<file path="config.mk">
export PLATFORM = sky130hd
export DESIGN_NAME = xgxs_fault_status
export DESIGN_NICKNAME = d
export VERILOG_FILES = /design/src/rtl/xfs_pkg.sv /design/src/rtl/xfs_live_cond.sv /design/src/rtl/xfs_latch_bit.sv /design/src/rtl/xfs_lane_snap.sv /design/src/rtl/xfs_read_port.sv /design/src/rtl/xgxs_fault_status.sv
export SDC_FILE = /design/constraint.sdc
export NUM_CORES = 1
export LEC_CHECK = 0
export BUFFER_PORTS_ARGS = -buffer_cell sky130_fd_sc_hd__buf_4
export CAP_MARGIN = 5
export CORE_ASPECT_RATIO = 0.75
export CORE_MARGIN = 2
export CORE_UTILIZATION = 50
export DETAILED_ROUTE_END_ITERATION = 8
export PLACE_DENSITY_LB_ADDON = 0.12
export SLEW_MARGIN = 20
export SYNTH_ARGS = -nofsm -noshare
export SYNTH_HDL_FRONTEND = slang
export SYNTH_HIERARCHICAL = 1
export SYNTH_SLANG_ARGS = --single-unit
</file>
<file path="constraint.sdc">
create_clock -name clk -period 2.5 [get_ports clk]
set_clock_uncertainty 0.2 [all_clocks]
set_input_delay 0.5 -clock clk [delete_from_list [all_inputs] [get_ports clk]]
set_output_delay 0.5 -clock clk [all_outputs]
set_load 0.1 [all_outputs]
</file>
<file path="src/rtl/xfs_pkg.sv">
package xfs_pkg;
  // Bit positions that management software decodes
  localparam int STAT1_LINK_BIT  = 2;
  localparam int STAT1_FAULT_BIT = 7;
  localparam int STAT2_RXF_BIT   = 10;
  localparam int STAT2_TXF_BIT   = 11;
  localparam int LANE_ALIGN_BIT  = 12;

  typedef enum logic [1:0] {
    SEL_NONE  = 2'd0,
    SEL_STAT1 = 2'd1,
    SEL_STAT2 = 2'd2,
    SEL_LANE  = 2'd3
  } reg_sel_e;
endpackage

</file>
<file path="src/rtl/xfs_live_cond.sv">
module xfs_live_cond (
  input  logic align_ok_i,
  input  logic rx_impl_fault_i,
  input  logic tx_impl_fault_i,
  output logic rx_flt_live_o,
  output logic tx_flt_live_o,
  output logic link_live_o
);
  // Receive fault: loss of alignment or any local receive error
  always_comb begin
    rx_flt_live_o = !align_ok_i || rx_impl_fault_i;
    tx_flt_live_o = tx_impl_fault_i;
    link_live_o   = !rx_flt_live_o;
  end
endmodule

</file>
<file path="src/rtl/xfs_latch_bit.sv">
module xfs_latch_bit #(
  parameter bit LATCH_HIGH = 1'b1
) (
  input  logic clk,
  input  logic rst,
  input  logic live_i,
  input  logic clr_i,
  output logic q_o
);
  generate
    if (LATCH_HIGH) begin : g_high
      always_ff @(posedge clk) begin
        if (rst)        q_o <= live_i;
        else if (clr_i) q_o <= live_i;
        else            q_o <= q_o | live_i;
      end

      // A set bit stays set until its word is read
      p_hold_high_r3: assert property (@(posedge clk) disable iff (rst)
        (q_o && !clr_i) |=> q_o);
      // A live event always leaves the bit at 1, read or not
      p_no_loss_r4: assert property (@(posedge clk) disable iff (rst)
        live_i |=> q_o);
    end else begin : g_low
      always_ff @(posedge clk) begin
        if (rst)        q_o <= 1'b0;
        else if (clr_i) q_o <= live_i;
        else            q_o <= q_o & live_i;
      end

      // Link drop always shows as 0 on the next cycle
      p_drop_low_r2: assert property (@(posedge clk) disable iff (rst)
        !live_i |=> !q_o);
      // A cleared bit stays 0 until its word is read
      p_hold_low_r2: assert property (@(posedge clk) disable iff (rst)
        (!q_o && !clr_i) |=> !q_o);
    end
  endgenerate
endmodule

</file>
<file path="src/rtl/xfs_lane_snap.sv">
module xfs_lane_snap #(
  parameter int NUM_LANES = 4,
  parameter int DATA_W    = 16
) (
  input  logic                 clk,
  input  logic [NUM_LANES-1:0] lane_sync_i,
  input  logic                 align_ok_i,
  output logic [DATA_W-1:0]    word_live_o,
  output logic [DATA_W-1:0]    word_q_o
);
  import xfs_pkg::*;

  always_comb begin
    word_live_o = '0;
    word_live_o[LANE_ALIGN_BIT] = align_ok_i;
  end

  genvar gl;
  generate
    for (gl = 0; gl < NUM_LANES; gl++) begin : g_lane
      always_ff @(posedge clk) word_q_o[gl] <= lane_sync_i[gl];
    end
    for (gl = NUM_LANES; gl < DATA_W; gl++) begin : g_rest
      if (gl == LANE_ALIGN_BIT) begin : g_al
        always_ff @(posedge clk) word_q_o[gl] <= align_ok_i;
      end else begin : g_zero
        always_ff @(posedge clk) word_q_o[gl] <= 1'b0;
      end
    end
  endgenerate

  // Snapshot never latches: it tracks alignment one cycle later
  p_lane_live_r7: assert property (@(posedge clk)
    ##1 (word_q_o[LANE_ALIGN_BIT] == $past(align_ok_i)));
endmodule

</file>
<file path="src/rtl/xfs_read_port.sv">
module xfs_read_port #(
  parameter int NUM_LANES  = 4,
  parameter int ADDR_W     = 5,
  parameter int DATA_W     = 16,
  parameter int ADDR_STAT1 = 1,
  parameter int ADDR_STAT2 = 8,
  parameter int ADDR_LANE  = 24
) (
  input  logic                 clk,
  input  logic                 rst,
  input  logic                 rd_stb_i,
  input  logic [ADDR_W-1:0]    rd_addr_i,
  input  logic                 link_q_i,
  input  logic                 rxf_q_i,
  input  logic                 txf_q_i,
  input  logic [NUM_LANES-1:0] lane_sync_i,
  input  logic [DATA_W-1:0]    lane_word_i,
  output logic                 clr_stat1_o,
  output logic                 clr_stat2_o,
  output logic [DATA_W-1:0]    rd_data_o
);
  import xfs_pkg::*;

  reg_sel_e              sel;
  logic [DATA_W-1:0]     word;

  always_comb begin
    if      (rd_addr_i == ADDR_W'(ADDR_STAT1)) sel = SEL_STAT1;
    else if (rd_addr_i == ADDR_W'(ADDR_STAT2)) sel = SEL_STAT2;
    else if (rd_addr_i == ADDR_W'(ADDR_LANE))  sel = SEL_LANE;
    else                                       sel = SEL_NONE;
    clr_stat1_o = rd_stb_i && (sel == SEL_STAT1);
    clr_stat2_o = rd_stb_i && (sel == SEL_STAT2);
  end

  always_comb begin
    word = '0;
    unique case (sel)
      SEL_STAT1: begin
        word[STAT1_LINK_BIT]  = link_q_i;
        word[STAT1_FAULT_BIT] = rxf_q_i | txf_q_i;
      end
      SEL_STAT2: begin
        word[STAT2_RXF_BIT] = rxf_q_i;
        word[STAT2_TXF_BIT] = txf_q_i;
      end
      SEL_LANE: begin
        word = lane_word_i;
        word[NUM_LANES-1:0] = lane_sync_i;
      end
      default: word = '0;
    endcase
  end

  always_ff @(posedge clk) begin
    if (rst)           rd_data_o <= '0;
    else if (rd_stb_i) rd_data_o <= word;
  end

  p_rd_hold_r8: assert property (@(posedge clk) disable iff (rst)
    !rd_stb_i |=> $stable(rd_data_o));
  p_sum_r5: assert property (@(posedge clk) disable iff (rst)
    (rd_stb_i && sel == SEL_STAT1) |=>
      rd_data_o[STAT1_FAULT_BIT] == ($past(rxf_q_i) | $past(txf_q_i)));
  p_reset_rd_r9: assert property (@(posedge clk)
    rst |=> rd_data_o == '0);
endmodule

</file>
<file path="src/rtl/xgxs_fault_status.sv">
module xgxs_fault_status #(
  parameter int NUM_LANES  = 4,
  parameter int ADDR_W     = 5,
  parameter int DATA_W     = 16,
  parameter int ADDR_STAT1 = 1,
  parameter int ADDR_STAT2 = 8,
  parameter int ADDR_LANE  = 24
) (
  input  logic                 clk,
  input  logic                 rst,
  input  logic [NUM_LANES-1:0] lane_sync_i,
  input  logic                 align_ok_i,
  input  logic                 rx_impl_fault_i,
  input  logic                 tx_impl_fault_i,
  input  logic                 rd_stb_i,
  input  logic [ADDR_W-1:0]    rd_addr_i,
  output logic [DATA_W-1:0]    rd_data_o,
  output logic                 link_up_o,
  output logic                 rx_fault_o,
  output logic                 tx_fault_o,
  output logic                 fault_sum_o,
  output logic [DATA_W-1:0]    lane_stat_o
);
  logic rx_live, tx_live, link_live;
  logic clr1, clr2;
  logic [DATA_W-1:0] lane_live;

  xfs_live_cond u_cond (
    .align_ok_i      (align_ok_i),
    .rx_impl_fault_i (rx_impl_fault_i),
    .tx_impl_fault_i (tx_impl_fault_i),
    .rx_flt_live_o   (rx_live),
    .tx_flt_live_o   (tx_live),
    .link_live_o     (link_live)
  );

  xfs_latch_bit #(.LATCH_HIGH(1'b0)) u_link (
    .clk(clk), .rst(rst), .live_i(link_live), .clr_i(clr1), .q_o(link_up_o));
  xfs_latch_bit #(.LATCH_HIGH(1'b1)) u_rxf (
    .clk(clk), .rst(rst), .live_i(rx_live), .clr_i(clr2), .q_o(rx_fault_o));
  xfs_latch_bit #(.LATCH_HIGH(1'b1)) u_txf (
    .clk(clk), .rst(rst), .live_i(tx_live), .clr_i(clr2), .q_o(tx_fault_o));

  xfs_lane_snap #(.NUM_LANES(NUM_LANES), .DATA_W(DATA_W)) u_lane (
    .clk         (clk),
    .lane_sync_i (lane_sync_i),
    .align_ok_i  (align_ok_i),
    .word_live_o (lane_live),
    .word_q_o    (lane_stat_o)
  );

  xfs_read_port #(
    .NUM_LANES(NUM_LANES), .ADDR_W(ADDR_W), .DATA_W(DATA_W),
    .ADDR_STAT1(ADDR_STAT1), .ADDR_STAT2(ADDR_STAT2), .ADDR_LANE(ADDR_LANE)
  ) u_rd (
    .clk         (clk),
    .rst         (rst),
    .rd_stb_i    (rd_stb_i),
    .rd_addr_i   (rd_addr_i),
    .link_q_i    (link_up_o),
    .rxf_q_i     (rx_fault_o),
    .txf_q_i     (tx_fault_o),
    .lane_sync_i (lane_sync_i),
    .lane_word_i (lane_live),
    .clr_stat1_o (clr1),
    .clr_stat2_o (clr2),
    .rd_data_o   (rd_data_o)
  );

  assign fault_sum_o = rx_fault_o | tx_fault_o;

  // Loss of alignment must reach the receive fault bit
  p_align_fault_r1: assert property (@(posedge clk) disable iff (rst)
    !align_ok_i |=> rx_fault_o);
  // Link bit held low during reset
  p_reset_link_r9: assert property (@(posedge clk)
    rst |=> !link_up_o);
  // Reading word 2 never touches the link bit
  p_indep_r6: assert property (@(posedge clk) disable iff (rst)
    (clr2 && !link_up_o) |=> !link_up_o);
endmodule

</file>
Yosys cells after proc, flatten, opt, wreduce, memory -nomap -nowiden
Cells that the tools add are included.
- output and inout bits: 36
- register bits after elaboration: 22
- ROM bits: 0
- bits in latches: 0
- input port bits: 15
- word-level logic and storage cells: 38
- memories: 0
- RAM bits: 0
- equality and inequality tests: 6
- reduce and logical (&&, ||, !) cells: 5
- muxes and demuxes: 14
- shift-type cells: 0
- divide/modulo/power cells: 0
- $lt $le $gt $ge: 0
- bitwise logic cells: 4
- add/subtract/negate cells: 0
- multipliers: 0
- operator list (cell ; count):
    2-bit two-way mux ; 5
    1-bit two-way mux ; 8
    5-bit by 1-bit == test with 1-bit output, second input constant ; 1
    5-bit by 4-bit == test with 1-bit output, second input constant ; 1
    5-bit == test, second input constant ; 1
    2-bit == test, second input constant ; 2
    1-bit bitwise OR ; 3
    2-bit by 1-bit == test with 1-bit output, second input constant ; 1
    1-bit logical AND ; 2
    1-bit zero test ; 2
    1-bit case mux with 2 select lines ; 1
    1-bit AND ; 1
    1-bit logical OR ; 1

Depth between registers and ports, before layout
- depth after elaboration: 8
- gate-level depth with buffers: 5
- depth with buffers taken out: 5

Modules after synthesis
The synthesis kept the hierarchy.
- modules (own cells, without submodules) (module ; sequential area each (um^2) ; area an instance (um^2) ; times used ; cells each):
    xfs_read_port ; 320.3 ; 790.8 ; 1 ; 85
    xfs_lane_snap ; 100.1 ; 306.5 ; 1 ; 33
    xfs_latch_bit at u_rxf ... ; 20.0 ; 33.8 ; 2 ; 3
    xfs_latch_bit at u_link ; 20.0 ; 36.3 ; 1 ; 3
    xfs_live_cond ; 0.0 ; 20.0 ; 1 ; 3
    xgxs_fault_status ; 0.0 ; 6.3 ; 1 ; 1

Worst setup path after synthesis
OpenSTA, ideal clock, no wires.
- path kind: flip-flop to output port
- from: register u_txf.q_o
- to: output fault_sum_o
- data required time: 1.800 ns
- buffers on the path: 0
- cell stages (with the launch flop): 2
- path slack: 0.023 ns
- data arrival time: 1.777 ns
- cell sequence: dfxtp_1 -> or2_1
- cells in the longest elaborated chain, start to end: 1
- ends and longest elaborated chain (item ; line ; text):
    from (decl) ; xfs_latch_bit.sv:8 ; output logic q_o
    from (signal assigned) ; xfs_latch_bit.sv:13 ; if (rst) q_o <= live_i;
    from (signal assigned) ; xfs_latch_bit.sv:14 ; else if (clr_i) q_o <= live_i;
    from (signal assigned) ; xfs_latch_bit.sv:15 ; else q_o <= q_o | live_i;
    1-bit bitwise OR ; xgxs_fault_status.sv:70 ; assign fault_sum_o = rx_fault_o | tx_fault_o;
    to (decl) ; xgxs_fault_status.sv:21 ; output logic fault_sum_o,
No other way between the ends.

Worst setup path in the final report
Same ends and word-level chain as after synthesis.

==> reports/summary.txt <==
violation count after the first detailed-routing iteration: 17
Min-Delay Path Class: input pin to flip-flop
overall routed net length: 2130 um
synthesized area per cell: 9.428 um2
most frequent cells in the layout: buf_4 (40), dfxtp_1 (24), conb_1 (22)
number of hold buffers added after cts: 0
number of DRC violations after detailed routing: 0
period utilization: 0.7314
highest fanout seen on the critical path: 5
result of the run: completed
total half-perimeter wirelength after legalization and detailed placement: 1557 um
Synth-to-Final Area Change: 20.38%
total count of max-transition violations in the final report: 0
boundary pin count: 51
drt first pass iters: 4
GR Overflow Total: 0
Min-Delay Startpoint: lane_sync_i[1]
Core Box Area: 2290 um2
die width: 60.51 um
Sinks on Clock Net: 24
fin cells: 196
post-CTS setup buffer count: 0
wire length of the first global-routing pass: 3139 um
launching instance or port of the critical path: u_txf/q_o
full die area: 2806 um2
placement row count: 15
worst r2r src: u_txf/q_o
Antenna diodes: 0
antenna-violating nets left: 0
maximum clock rate: 0.5469 GHz
nets@finish: 178
total vias in the final route: 888
total global routing track utilization: 0.1547
Maximum Capacitance Violations: 0
maximum number of pins on one net before global-route repair: 32
placed instance count: 192
RSZ-0062 raised after global routing: no
pre-CTS setup slack: 0.6955 ns
number of buffers created by CTS: 3
cells resized by post-CTS repair: 0
setup slack after layout: 0.6716 ns
Die H: 46.38 um
weighted congestion at the end of routability-driven global placement: 0.8302
most common library cell in the layout ignoring fill and taps: buf_4
clock period minus final worst setup slack: 1.828 ns
number of antenna violations at the first check in global routing: 0
clock-pin slew on the worst setup and hold paths: 0.13 ns
capturing element of the worst setup path: fault_sum_o
number of hold violations in the final report: 0
Max Buffers Root-to-Sink: 2
path depth of the worst reg2reg path: 3
initial standard-cell utilization of the core: 0.5230
Peak VDD IR: 0.0002528 V
area of the mapped netlist: 1197 um2
static leakage power: 0.5968 nW
final core utilization: 0.6295
Total Negative Setup Slacks: 0 ns
endpoint of the worst register-to-register path: u_rd/rd_data_o[7]
CTS H-tree lvls: 1
cell area reported after detailed placement: 1405 um2
number of failing setup endpoints in the final timing report: 0
count of input and output buffers: 39
instance count of the mapped netlist: 127
total number of yosys warnings: 6
number of global-route vias before repair: 692
data required time of the critical path: 1.80 ns
insertion delay to the later sink of the worst-skew pair: 0.30 ns
Clk Tree Root Cell: clkbuf_4
Worst Path Arrival: 1.13 ns
fraction of layout cells with a size suffix above 1: 0.3025
sort of element at the end of the critical path: primary output
average wire length per cell after detail routing: 10.87 um
startpoint type of the worst setup path: flip-flop
cell area after layout: 1441 um2
setup slack on the worst flop-to-flop path: 1.40 ns
CTS tree: yes
power density normalized to cell area: 557.1 nW/um2
vias per std cell: 4.531
startpoint-to-endpoint class of the critical path: flip-flop to primary output
-- worst max-delay path, cell delays in order (launching register included) --
cell and delay [ns]:
dfxtp_1 0.37, or2_1 0.23, buf_4 0.23
-- worst min-delay path by stage --
| stage | endpoint | cells past startpoint | slack (ns) |
|---|---|---|---|
| 4_1_cts | u_lane/word_q_o[2] | 1 | 0.09 |
| 5_1_grt | u_lane/word_q_o[2] | 1 | 0.08 |
| 3_5_place_dp | u_rd/rd_data_o[10] | 2 | 0.25 |
| 2_1_floorplan | u_lane/word_q_o[0] | 0 | 0.33 |
| 3_3_place_gp | u_rd/rd_data_o[11] | 2 | 0.24 |
| 6_report | u_lane/word_q_o[1] | 1 | 0.09 |
-- where the power goes --
group	switching, mW	internal [mW]	total [mW]
logic	0.166	0.0428	0.209
registers	0.00413	0.390	0.394
clock network	0.111	0.0888	0.200
total	0.281	0.522	0.803
-- flip-flops by register name, summed over array words and instances, names as in the netlist --
name / count
u_rxf/q_o: 1
u_rd/rd_data_o: 16
u_link/q_o: 1
u_txf/q_o: 1
u_lane/word_q_o: 5
-- layout make-up --
type,instances,area (um2)
clock buffer,4,36.28
tap,34,42.54
inverter,12,45.04
sequential,24,480.5
fill,206,848.3
multi-input combinational,82,536.8
timing repair buffer,40,300.3
-- routing by layer --
| layer | part of all wire | global-route usage |
|---|---|---|
| met5 | 0 | 0 |
| met4 | 0.0056 | 0.03913 |
| met2 | 0.45 | 0.2543 |
| met3 | 0.072 | 0.06180 |
| met1 | 0.48 | 0.1911 |
-- per-stage QoR --
stage	power, mW	hold WS (ns)
CTS	0.8096	0.08791
detailed placement	0.6105	0.2451
floorplan	0.6003	0.3277
global route	0.8321	0.07868
finish	0.8030	0.09277
global placement	0.6091	0.2415
Power figures use the tool's default switching activity.
